===== src/rtl/mon_pkg.sv =====
package mon_pkg;

  typedef enum logic [1:0] {
    ENTRY_NONE   = 2'b00,
    ENTRY_HV_IRQ = 2'b01,
    ENTRY_BLANK  = 2'b10
  } entry_t;

  typedef enum logic [2:0] {
    ST_LATCH,
    ST_XRST,
    ST_SEC,
    ST_BRK,
    ST_READY,
    ST_USER
  } mon_st_t;

  // test voltage on the interrupt pin wins over an erased vector
  function automatic entry_t pick_entry(input logic hv_irq, input logic blank);
    if (hv_irq)     return ENTRY_HV_IRQ;
    else if (blank) return ENTRY_BLANK;
    else            return ENTRY_NONE;
  endfunction

  // watchdog disable policy per stored entry condition
  function automatic logic cop_policy(input entry_t e, input logic hv_irq,
                                      input logic hv_rst);
    case (e)
      ENTRY_BLANK:  return 1'b1;
      ENTRY_HV_IRQ: return hv_irq | hv_rst;
      default:      return 1'b0;
    endcase
  endfunction

  // reload value giving a half-bit wait from the start edge
  function automatic int half_bit_load(input int bus_cyc);
    return (bus_cyc / 2) - 1;
  endfunction

endpackage


===== src/rtl/mon_bus_tick.sv =====
module mon_bus_tick #(
  parameter int DIV = 4
) (
  input  logic clk,
  input  logic rst_n,
  output logic tick
);
  localparam int DW = (DIV > 1) ? $clog2(DIV) : 1;

  logic [DW-1:0] cnt;

  always_ff @(posedge clk or negedge rst_n) begin
    if (!rst_n) cnt <= '0;
    else if (cnt == DW'(DIV - 1)) cnt <= '0;
    else cnt <= cnt + 1'b1;
  end

  assign tick = (cnt == DW'(DIV - 1));
endmodule


===== src/rtl/mon_uart_rx.sv =====
module mon_uart_rx
  import mon_pkg::*;
#(
  parameter int BIT_BUS_CYC = 256,
  parameter int DATA_BITS   = 8
) (
  input  logic clk,
  input  logic rst_n,
  input  logic tick,
  input  logic en,
  input  logic rx,
  output logic byte_ok,
  output logic frame_err
);
  localparam int CW = (BIT_BUS_CYC > 2) ? $clog2(BIT_BUS_CYC) : 1;
  localparam int BW = $clog2(DATA_BITS + 1);

  typedef enum logic [1:0] {RX_IDLE, RX_START, RX_DATA, RX_STOP} rx_st_t;

  rx_st_t        st;
  logic [CW-1:0] cnt;
  logic [BW-1:0] bidx;
  logic          rx_m, rx_s;
  logic          sample_now;

  always_ff @(posedge clk or negedge rst_n) begin
    if (!rst_n) begin
      rx_m <= 1'b1;
      rx_s <= 1'b1;
    end else begin
      rx_m <= rx;
      rx_s <= rx_m;
    end
  end

  assign sample_now = tick && (cnt == '0);

  always_ff @(posedge clk or negedge rst_n) begin
    if (!rst_n) begin
      st        <= RX_IDLE;
      cnt       <= '0;
      bidx      <= '0;
      byte_ok   <= 1'b0;
      frame_err <= 1'b0;
    end else begin
      byte_ok   <= 1'b0;
      frame_err <= 1'b0;
      if (!en) begin
        st <= RX_IDLE;
      end else if (st == RX_IDLE) begin
        if (!rx_s) begin
          st  <= RX_START;
          cnt <= CW'(half_bit_load(BIT_BUS_CYC));
        end
      end else if (tick && cnt != '0) begin
        cnt <= cnt - 1'b1;
      end else if (sample_now) begin
        cnt <= CW'(BIT_BUS_CYC - 1);
        if (st == RX_START) begin
          if (rx_s) st <= RX_IDLE;
          else begin
            st   <= RX_DATA;
            bidx <= '0;
          end
        end else if (st == RX_DATA) begin
          if (bidx == BW'(DATA_BITS - 1)) st <= RX_STOP;
          bidx <= bidx + 1'b1;
        end else begin
          st <= RX_IDLE;
          if (rx_s) byte_ok   <= 1'b1;
          else      frame_err <= 1'b1;
        end
      end
    end
  end

  AST_RX_EXCLUSIVE: assert property (@(posedge clk) disable iff (!rst_n)
    !(byte_ok && frame_err));
endmodule


===== src/rtl/mon_break_tx.sv =====
module mon_break_tx #(
  parameter int BIT_BUS_CYC = 256,
  parameter int BITS        = 10
) (
  input  logic clk,
  input  logic rst_n,
  input  logic tick,
  input  logic start,
  output logic tx,
  output logic done
);
  localparam int CW = (BIT_BUS_CYC > 2) ? $clog2(BIT_BUS_CYC) : 1;
  localparam int BW = $clog2(BITS + 1);

  logic          busy;
  logic [CW-1:0] cnt;
  logic [BW-1:0] bidx;

  always_ff @(posedge clk or negedge rst_n) begin
    if (!rst_n) begin
      busy <= 1'b0;
      cnt  <= '0;
      bidx <= '0;
      done <= 1'b0;
    end else begin
      done <= 1'b0;
      if (!busy) begin
        if (start) begin
          busy <= 1'b1;
          cnt  <= CW'(BIT_BUS_CYC - 1);
          bidx <= '0;
        end
      end else if (tick) begin
        if (cnt != '0) cnt <= cnt - 1'b1;
        else begin
          cnt <= CW'(BIT_BUS_CYC - 1);
          if (bidx == BW'(BITS - 1)) begin
            busy <= 1'b0;
            done <= 1'b1;
          end else begin
            bidx <= bidx + 1'b1;
          end
        end
      end
    end
  end

  assign tx = ~busy;

  AST_BRK_NO_RESTART: assert property (@(posedge clk) disable iff (!rst_n)
    busy |-> !start);
endmodule


===== src/rtl/mon_entry_ctrl.sv =====
module mon_entry_ctrl
  import mon_pkg::*;
#(
  parameter int CLK_DIV     = 4,
  parameter int BIT_BUS_CYC = 256,
  parameter int SEC_BYTES   = 8,
  parameter int BREAK_BITS  = 10,
  parameter int EXTRA_CYC   = 16
) (
  input  logic       clk,
  input  logic       rst_n,
  input  logic       blank_vec,
  input  logic       hv_irq,
  input  logic       hv_rst,
  input  logic       rx,
  output logic       tx,
  output logic       monitor_active,
  output logic [1:0] entry_condition,
  output logic       cop_disable,
  output logic       reset_out,
  output logic       cmd_ready
);
  localparam int SCW = $clog2(SEC_BYTES + 1);
  localparam int XCW = $clog2(EXTRA_CYC + 1);

  mon_st_t        state;
  entry_t         entry;
  entry_t         entry_pick;
  logic [SCW-1:0] sec_cnt;
  logic [XCW-1:0] xcnt;

  logic bus_tick;
  logic rx_byte_ok, rx_frame_err;
  logic sec_last, brk_start, brk_done;

  mon_bus_tick #(.DIV(CLK_DIV)) u_tick (
    .clk(clk), .rst_n(rst_n), .tick(bus_tick)
  );

  mon_uart_rx #(.BIT_BUS_CYC(BIT_BUS_CYC), .DATA_BITS(8)) u_rx (
    .clk(clk), .rst_n(rst_n), .tick(bus_tick), .en(state == ST_SEC),
    .rx(rx), .byte_ok(rx_byte_ok), .frame_err(rx_frame_err)
  );

  mon_break_tx #(.BIT_BUS_CYC(BIT_BUS_CYC), .BITS(BREAK_BITS)) u_brk (
    .clk(clk), .rst_n(rst_n), .tick(bus_tick), .start(brk_start),
    .tx(tx), .done(brk_done)
  );

  assign entry_pick = pick_entry(hv_irq, blank_vec);
  assign sec_last   = (sec_cnt == SCW'(SEC_BYTES - 1));
  assign brk_start  = (state == ST_SEC) && rx_byte_ok && sec_last;

  always_ff @(posedge clk or negedge rst_n) begin
    if (!rst_n) begin
      state   <= ST_LATCH;
      entry   <= ENTRY_NONE;
      sec_cnt <= '0;
      xcnt    <= '0;
    end else begin
      case (state)
        ST_LATCH: begin
          entry <= entry_pick;
          case (entry_pick)
            ENTRY_BLANK:  state <= ST_XRST;
            ENTRY_HV_IRQ: state <= ST_SEC;
            default:      state <= ST_USER;
          endcase
        end
        ST_XRST: begin
          if (xcnt == XCW'(EXTRA_CYC - 1)) state <= ST_SEC;
          xcnt <= xcnt + 1'b1;
        end
        ST_SEC: begin
          if (rx_byte_ok) begin
            if (sec_last) begin
              state   <= ST_BRK;
              sec_cnt <= '0;
            end else begin
              sec_cnt <= sec_cnt + 1'b1;
            end
          end
        end
        ST_BRK: if (brk_done) state <= ST_READY;
        default: ;
      endcase
    end
  end

  assign monitor_active  = (entry != ENTRY_NONE);
  assign entry_condition = entry;
  assign cop_disable     = cop_policy(entry, hv_irq, hv_rst);
  assign reset_out       = (state == ST_XRST);
  assign cmd_ready       = (state == ST_READY);

  AST_ENTRY_LATCHED: assert property (@(posedge clk) disable iff (!rst_n)
    (state != ST_LATCH) |=> $stable(entry));
  AST_SEC_RANGE: assert property (@(posedge clk) disable iff (!rst_n)
    sec_cnt <= SCW'(SEC_BYTES - 1));
  AST_BREAK_NEEDS_BYTE: assert property (@(posedge clk) disable iff (!rst_n)
    $fell(tx) |-> $past(rx_byte_ok));
  AST_READY_IDLE: assert property (@(posedge clk) disable iff (!rst_n)
    cmd_ready |-> tx);
  AST_FRAME_NOCOUNT: assert property (@(posedge clk) disable iff (!rst_n)
    rx_frame_err |=> $stable(sec_cnt));
  AST_XRST_BLANK_ONLY: assert property (@(posedge clk) disable iff (!rst_n)
    reset_out |-> (entry == ENTRY_BLANK));
  AST_USER_QUIET: assert property (@(posedge clk) disable iff (!rst_n)
    (state == ST_USER) |-> (tx && !cop_disable && !cmd_ready));
endmodule


===== config.mk =====
export PLATFORM = sky130hd
export DESIGN_NAME = mon_entry_ctrl
export DESIGN_NICKNAME = d
export VERILOG_FILES = /design/src/rtl/mon_pkg.sv /design/src/rtl/mon_bus_tick.sv /design/src/rtl/mon_uart_rx.sv /design/src/rtl/mon_break_tx.sv /design/src/rtl/mon_entry_ctrl.sv
export SDC_FILE = /design/constraint.sdc
export NUM_CORES = 1
export LEC_CHECK = 0
export CAP_MARGIN = 40
export CORE_ASPECT_RATIO = 1.25
export CORE_UTILIZATION = 40
export DETAILED_ROUTE_END_ITERATION = 8
export SYNTH_ARGS = -nofsm -noshare
export SYNTH_HDL_FRONTEND = slang
export SYNTH_SLANG_ARGS = --single-unit
export TNS_END_PERCENT = 30

===== constraint.sdc =====
create_clock -name clk -period 3.7 [get_ports clk]
set_input_delay 0.74 -clock clk [delete_from_list [all_inputs] [get_ports clk]]
set_output_delay 0.74 -clock clk [all_outputs]
set_load 0.01 [all_outputs]

# Yosys cells after proc, flatten, opt, wreduce, memory -nomap -nowiden
# Cells that the tools add are included.
# totals
ff_bits	47
inputBits	6
wordCells	127
out_inout_bits	7
# op_classes
n_reduce_logical	21
addsub	7
n_eq_ne	28
n_bitwise	4
mux	52
# ops
op	count
8-bit two-way mux	8
4-bit two-way mux	9
2-bit two-way mux	12
1-bit two-way mux	16
8-bit nonzero test	2
8-bit by 1-bit subtractor with 8-bit output, second input constant	2
2-bit inequality test, second input constant	7
4-bit by 1-bit adder with 4-bit output, second input constant	3
3-bit two-way mux	4
3-bit case mux with 4 select lines	1
3-bit inequality test, second input constant	3
2-bit equality test, second input constant	4
4-bit by 3-bit equality test with 1-bit output, second input constant	2
8-bit logical NOT	1
4-bit AND reduction	2
2-bit by 1-bit equality test with 1-bit output, second input constant	3
3-bit by 2-bit equality test with 1-bit output, second input constant	2
3-bit case mux with 2 select lines	1
6-bit AND reduction	1
2-bit nonzero test	3
5-bit by 1-bit adder with 5-bit output, second input constant	1
5-bit by 4-bit equality test with 1-bit output, second input constant	1
5-bit inequality test, second input constant	1
5-bit AND reduction	1
15 further kinds	22

# Longest topological paths before layout
# Gate-level depths: netlist (run 1).
# depth
ltp_word	8
depth_mapped	6
ltp_nobuf	6

# Cells and area by module
# A second synthesis (run 1) with hierarchy kept.
# unflattened
cells_unflattened	249
area_unflattened_um2	2645.0
# by_module_without_submodules
mod	cells_per_inst	seq_area_each_um2	n_inst	area_per_inst_um2
mon_uart_rx	95	452.9	1	972.2
mon_break_tx	80	350.3	1	825.8
mon_entry_ctrl	70	350.3	1	780.7
mon_bus_tick	4	50.0	1	66.3

# Least setup slack after synthesis (run 1)
# OpenSTA, ideal clock, no wires.
# synth_path
path_type	register -> register
startpoint	register u_rx.cnt[0]
endpoint	register u_rx.bidx[3]
arrival_time_ns	1.930
t_required_ns	3.631
n_path_buf	0
setup_ns	0.069
stages_incl_launch_ff	7
setup_slack_ns	1.701
period_less_slack_ns	1.999
cell_sequence	dfrtp_1 -> inv_1 -> ha_1 -> or4b_1 -> or2_4 -> or4_1 -> nand3_1
# synth_between
elab_chain_len	4
elab_cells_between_ends	6
cone_classes	1 x bitwise; 5 x reduce/logical
# synth_lines
item	line_no	text
start: declaration	mon_uart_rx.sv:21	logic [CW-1:0] cnt;
start signal: assignment	mon_uart_rx.sv:53	cnt <= CW'(half_bit_load(BIT_BUS_CYC));
start signal: assignment	mon_uart_rx.sv:56	cnt <= cnt - 1'b1;
start signal: assignment	mon_uart_rx.sv:58	cnt <= CW'(BIT_BUS_CYC - 1);
8-bit nonzero test	mon_uart_rx.sv:55	end else if (tick && cnt != '0) begin
1-bit logical AND	mon_uart_rx.sv:55	
1-bit NOT (no line)	--	
6-bit AND reduction (no line) (*)	--	
end signal: assignment	mon_uart_rx.sv:67	bidx <= bidx + 1'b1;
end: declaration	mon_uart_rx.sv:22	logic [BW-1:0] bidx;
# Mark *: on every way between the ends. The rest lies on a longest branch, timed or not.
# A chain may end at the register's enable or synchronous reset.

# Worst setup path in the final report (run 1)
# layout_path
startpoint	input hv_irq
endpoint	output cop_disable
# layout_between
elab_chain_len	2
# layout_lines
item	line_no	text
start: declaration	mon_entry_ctrl.sv:13	input logic hv_irq,
1-bit bitwise OR	mon_pkg.sv:30	ENTRY_HV_IRQ: return hv_irq | hv_rst;
1-bit case mux with 2 select lines	mon_pkg.sv:28	case (e)
end: declaration	mon_entry_ctrl.sv:19	output logic cop_disable,
# Every way passes these cells.

==> flow_summary_export.csv, run 1 <==
group,metric,value,unit
routing,wirelength,4900,µm
flow_run,cap_violations,0,
worst_hold_path,holdPathStages,0,
clock_tree,cts.sinks,47,
place,place_inst,353,
clock_tree,cts-resized-gates,0,
power,pwr-share-clk,36.2,%
synthesis,synth-edff-count,0,
synthesis,synthFlopType,"dfrtp_1",
layout,most-common-layout-cells,"dfrtp_1 (45), nor2_1 (20), nand2_1 (20), o21ai_0 (15), ha_1 (14)",
run_status,outcome,"completed",
power,netSwitchingFraction,22.1,%
clock_tree,clock_latency,300,ps
synthesis,avgSynthCellArea,9.79,µm²
clock_tree,cts_tree,"yes",
die,core_area,6170,µm²
place,place_congestion,0.752,
sta,fmax,0.353,GHz
setup_path,r2r_cells,5,
layout,synthToLayoutAreaGrowth,11.7,%
routing,drc,0,
layout,antenna_cells,0,
setup_path,worstSetupEndpointType,"output port",
setup_path,worstPathArrival,2090,ps
setup_path,rrSetupSlack,1440,ps
clock_tree,root_buffer,"clkbuf_8",
sta,setup_viol,0,
power,power.total,0.000842,W
power,internal_power,0.000656,W
global_route,gr-total-overflow,0,
synthesis,synth-seq-area-share,46.0,%
sta,tightest_slew,615,ps
routing,num_vias,1979,
clock_tree,cts_made_buffers,5,
sta,hold_viol_final,0,
power,vdd_ir_drop_max,0.000147,V
setup_path,worstPathMaxFanout,6,
layout,num-nets-final,295,
place,io_buffers,12,
setup_path,start_kind,"input port",
global_route,grt_pass1_wl,8640,µm
synthesis,synth.distinct_cells,55,
global_route,antenna_found_initial,0,
synthesis,syn_nets,282,
clock_tree,path_clk_slew,80,ps
worst_hold_path,hold_class,"reg -> reg",
clock_tree,cts_buffer_depth,2,
setup_path,reg2reg_to,"u_rx.bidx[2]",
sta,rsz0062_at_grt,"false",
routing,viasPerCell,5.48,
sta,slew_violations,0,
sta,fin_crit_sh,76.6,%
synthesis,synth_area,2560,µm²
power,power.switching,0.000186,W
global_route,grt_pass1_vias,1818,
layout,stdcell_count,361,
synthesis,syn-instance-count,262,
layout,utilization,46.4,%
sta,finalSetupTns,0,ps
setup_path,r2r-start,"u_tick.cnt[0]",
routing,drtIter0Drc,167,
synthesis,yosys_warnings,0,
layout,design_area,2860,µm²
die,fp-row-count,32,
sta,relSlewSlack,58.6,%
routing,wl_per_cell,13.6,µm
die,fp.dieW,73.6,µm
die,start_util,41.6,%
setup_path,critPathRequiredTime,2960,ps
synthesis,postSynth.asyncResetShare,100,%
clock_tree,cts_hold_buf,0,
die,io_pins,13,
power,p_comb_share,2.5,%
worst_hold_path,worstHoldStart,"u_rx.rx_m",
power,seqPwrFrac,61.3,%
clock_tree,cts_max_level,2,
synthesis,synth_seq_cells,47,
power,power_density,294,nW/µm²
routing,antenna_left,0,
sta,period_needed,2830,ps
setup_path,crit_type,"in -> out",
layout,final_common_cell,"dfrtp_1",
power,leakage,1.27,nW
global_route,grt_max_degree,28,
clock_tree,cts_setup_buffers,0,
sta,skew,7.65,ps
layout,drive_gt1_share,7.25,%
place,hpwlAfterDp,3490,µm
place,postPlaceCellArea,2780,µm²
routing,first_pass_iters,4,
die,die_y,91.5,µm
die,dieArea,6740,µm²
global_route,grt.total_usage,16.6,%
worst_hold_path,hold_end,"u_rx.rx_s",
[layout make-up]
cell class / count / area, µm²
Fill cell: 611 / 3300
Tap cell: 85 / 106
Sequential cell: 47 / 1180
Clock buffer: 7 / 76.3
Multi-Input combinational cell: 193 / 1300
Timing Repair Buffer: 16 / 155
Clock inverter: 1 / 5.00
Inverter: 12 / 45.0
[sequential cells by signal, indices dropped and copies added (netlist names)]
register         cells
entry_condition      2
sec_cnt              4
state                3
u_brk.bidx           4
u_brk.busy           1
u_brk.cnt            8
u_brk.done           1
u_rx.bidx            4
u_rx.byte_ok         1
u_rx.cnt             8
u_rx.rx_m            1
u_rx.rx_s            1
u_rx.st              2
u_tick.cnt           2
xcnt                 5
[worst max-delay path, stage by stage]
cell             delay [ps]
clkdlybuf4s50_1         580
o21a_1                  160
o21a_1                  100
clkdlybuf4s50_1         520
[metrics by stage]
step | hold slack, ps | setup slack, ps
after floorplan | 345 | 1700
after global placement | 346 | 897
after detailed placement | 347 | 875
after CTS | 359 | 862
after global routing | 365 | 800
final | 358 | 867
[cell usage after synthesis (2+ instances only)]
cell	instances	area, µm²
o22ai_1	2	12.5
o21a_1	2	15.0
nand4bb_1	2	22.5
or4_1	4	30.0
and3_1	2	12.5
o31ai_1	6	45.0
or2_2	2	12.5
nor2b_1	3	18.8
dfrtp_1	45	1130
clkbuf_1	8	30.0
mux2i_1	2	20.0
nor4_1	2	12.5
a21oi_1	12	60.1
ha_1	14	175
xnor2_1	7	61.3
nand2b_1	2	12.5
xor2_1	2	17.5
nor3_1	7	35.0
or4b_1	2	20.0
a21o_1	3	22.5
dfstp_2	2	52.6
nand2_1	20	75.1
or3_1	5	31.3
nor2_1	20	75.1
a211oi_1	5	37.5
nor3b_1	3	22.5
o21ai_0	15	75.1
and4_1	5	43.8
nor4bb_1	2	20.0
nand4_1	4	25.0
inv_1	12	45.0
a31oi_1	7	43.8
nand3_1	8	40.0
nand3b_1	4	30.0
[metal layers]
layer / share of wire, % / vias to the layer above / wire (µm) / track usage, %
li1: - / 989 / - / -
met1: 48 / 953 / 2340 / 22.5
met2: 47 / 29 / 2320 / 25.5
met3: 2.9 / 8 / 141 / 4.11
met4: 1.9 / 0 / 95 / 5.93
met5: 0 / - / 0 / 0
[worst max-delay path by stage]
stage / slack (ps) / start / end / depth (start not counted)
global route: 800 / hv_irq / cop_disable / 4
global placement: 900 / hv_irq / cop_disable / 4
floorplan: 1700 / u_rx.cnt[0] / u_rx.bidx[3] / 6
finish: 870 / hv_irq / cop_disable / 4
detailed placement: 880 / hv_irq / cop_disable / 4
CTS: 860 / hv_irq / cop_disable / 4
[power groups by stage]
stage	clock network (W)	registers [W]	logic, W
2_1_floorplan	0	0.000526	0.00000309
3_3_place_gp	0	0.000526	0.0000195
3_5_place_dp	0	0.000526	0.0000221
4_1_cts	0.000319	0.000516	0.0000221
5_1_grt	0.000338	0.000516	0.0000242
6_report	0.000305	0.000516	0.0000209
[cell families after synthesis]
family,after synthesis,synth area share [%]
AND/OR/NAND/NOR,104,23.7
XOR/XNOR,9,3.07
buffers and inverters,22,3.42
AO/OA/AOI/OAI,63,15.8
flip-flops,47,46.0
adder cells (fa/ha/maj),14,6.83
multiplexers,3,1.22
Note: power is estimated with default switching activity, not from simulation.
==> inputs of run 2 (changes only) <==
- clock period: 3.7 -> 2.6 ns (I/O delays scaled with it)
==> flow_summary_export.csv, run 2 (synthesized netlist as in run 1, its figures left out) <==
group,metric,value,unit
layout,num-fill-cells,610,
die,dieArea,6740,µm²
routing,wl_per_cell,13.6,µm
clock_tree,cts_setup_buffers,0,
routing,viasPerCell,5.48,
power,leakage,1.30,nW
sta,fin_crit_sh,89.6,%
setup_path,r2r_cells,4,
clock_tree,cts_made_buffers,5,
place,hpwlAfterDp,3650,µm
global_route,antenna_found_initial,0,
die,fp-row-count,32,
setup_path,worstPathMaxFanout,14,
setup_path,critPathRequiredTime,2080,ps
clock_tree,cts_buffer_depth,2,
routing,antenna_left,0,
sta,hold_viol_final,0,
layout,utilization,47.5,%
routing,first_pass_iters,5,
sta,fmax,0.429,GHz
routing,wirelength,4960,µm
routing,drc,0,
layout,final_common_cell,"dfrtp_1",
layout,num-nets-final,299,
clock_tree,cts_max_level,2,
layout,stdcell_count,365,
sta,skew,13.2,ps
setup_path,worstPathArrival,1810,ps
clock_tree,cts.sinks,47,
die,die_y,91.5,µm
setup_path,start_kind,"flip-flop",
clock_tree,root_buffer,"clkbuf_8",
sta,hold_slack,200,ps
global_route,gr-total-overflow,0,
routing,num_vias,2000,
die,core_area,6170,µm²
die,io_pins,13,
place,place_congestion,0.774,
sta,tightest_slew,619,ps
layout,antenna_cells,0,
global_route,grt_pass1_vias,1947,
run_status,outcome,"completed",
clock_tree,cts_tree,"yes",
die,fp.dieW,73.6,µm
sta,relSlewSlack,58.4,%
flow_run,cap_violations,0,
clock_tree,cts-resized-gates,0,
die,start_util,41.6,%
sta,finalSetupTns,0,ps
power,power_density,447,nW/µm²
sta,rsz0062_at_grt,"false",
sta,slew_violations,0,
clock_tree,clock_latency,300,ps
global_route,grt_pass1_wl,8890,µm
layout,reg_top3,"u_brk.cnt x8, u_rx.cnt x8, xcnt x5",
sta,period_needed,2330,ps
clock_tree,path_clk_slew,100,ps
worst_hold_path,hold_class,"in -> async",
routing,drtIter0Drc,85,
global_route,grt_max_degree,25,
place,place_inst,357,
setup_path,crit_type,"reg -> out",
layout,synthToLayoutAreaGrowth,14.3,%
layout,drive_gt1_share,9.29,%
global_route,grt.total_usage,16.8,%
layout,most-common-layout-cells,"dfrtp_1 (45), nor2_1 (20), nand2_1 (20), o21ai_0 (15), ha_1 (14)",
sta,setup_viol,0,
setup_path,worstSetupEndpointType,"output port",
place,io_buffers,12,
power,vdd_ir_drop_max,0.000240,V
clock_tree,cts_hold_buf,0,
run 2: cell count changes in the layout (fill, tap and decap cells not counted):
| cell | delta |
|---|---|
| clkinvlp_4 | +1 |
| bufinv_16 | +1 |
| inv_6 | +1 |
| buf_2 | -1 |
| buf_4 | +5 |
| clkinv_2 | -1 |
| clkbuf_1 | -2 |
run 2: worst max-delay path, stage by stage, from the launching register on:
cell and delay (ps):
dfrtp_1 570, nor3b_2 340, clkdlybuf4s50_1 600
run 2: path summary, 6_finish.rpt:
check                          start            to  slack [ps]
max reg2reg                 state[2]  u_rx.bidx[2]         380
max in group asynchronous      rst_n     u_rx.rx_s        1790
min reg2reg                u_rx.rx_m     u_rx.rx_s         360
min                            rst_n  u_rx.bidx[0]         200
min in group clk           u_rx.rx_m     u_rx.rx_s         360
max                         state[0]     reset_out         270
run 2: through the flow:
stage	cell area, µm²	total power, W	setup slack (ps)
floorplan	2560	0.000753	601
global placement	2820	0.000782	331
detailed placement	2820	0.000782	336
CTS	2930	0.00133	232
global route	2930	0.00137	144
finish	2930	0.00131	269
run 2: power breakdown:
group          switching [W]  total [W]  internal (W)
clock network       0.000255   0.000545      0.000290
logic              0.0000191  0.0000310     0.0000119
registers         0.00000115   0.000734      0.000733
total               0.000275    0.00131       0.00103
run 2: layout make-up:
cell class	instances	area, µm²	area share (%)
Multi-Input combinational cell	193	1300	44.3
Sequential cell	47	1180	40.2
Timing Repair Buffer	20	188	6.40
Tap cell	85	106	3.63
Clock buffer	5	68.8	2.35
Clock inverter	3	46.3	1.58
Inverter	12	45.0	1.54
run 2: routing by layer:
metal	share of wire, %	track usage, %	vias up	routed length (µm)
met5	0	0	-	0
met3	2.5	3.66	8	124
li1	-	-	998	-
met2	50	26.9	24	2460
met1	46	22.2	970	2300
met4	1.4	5.29	0	68
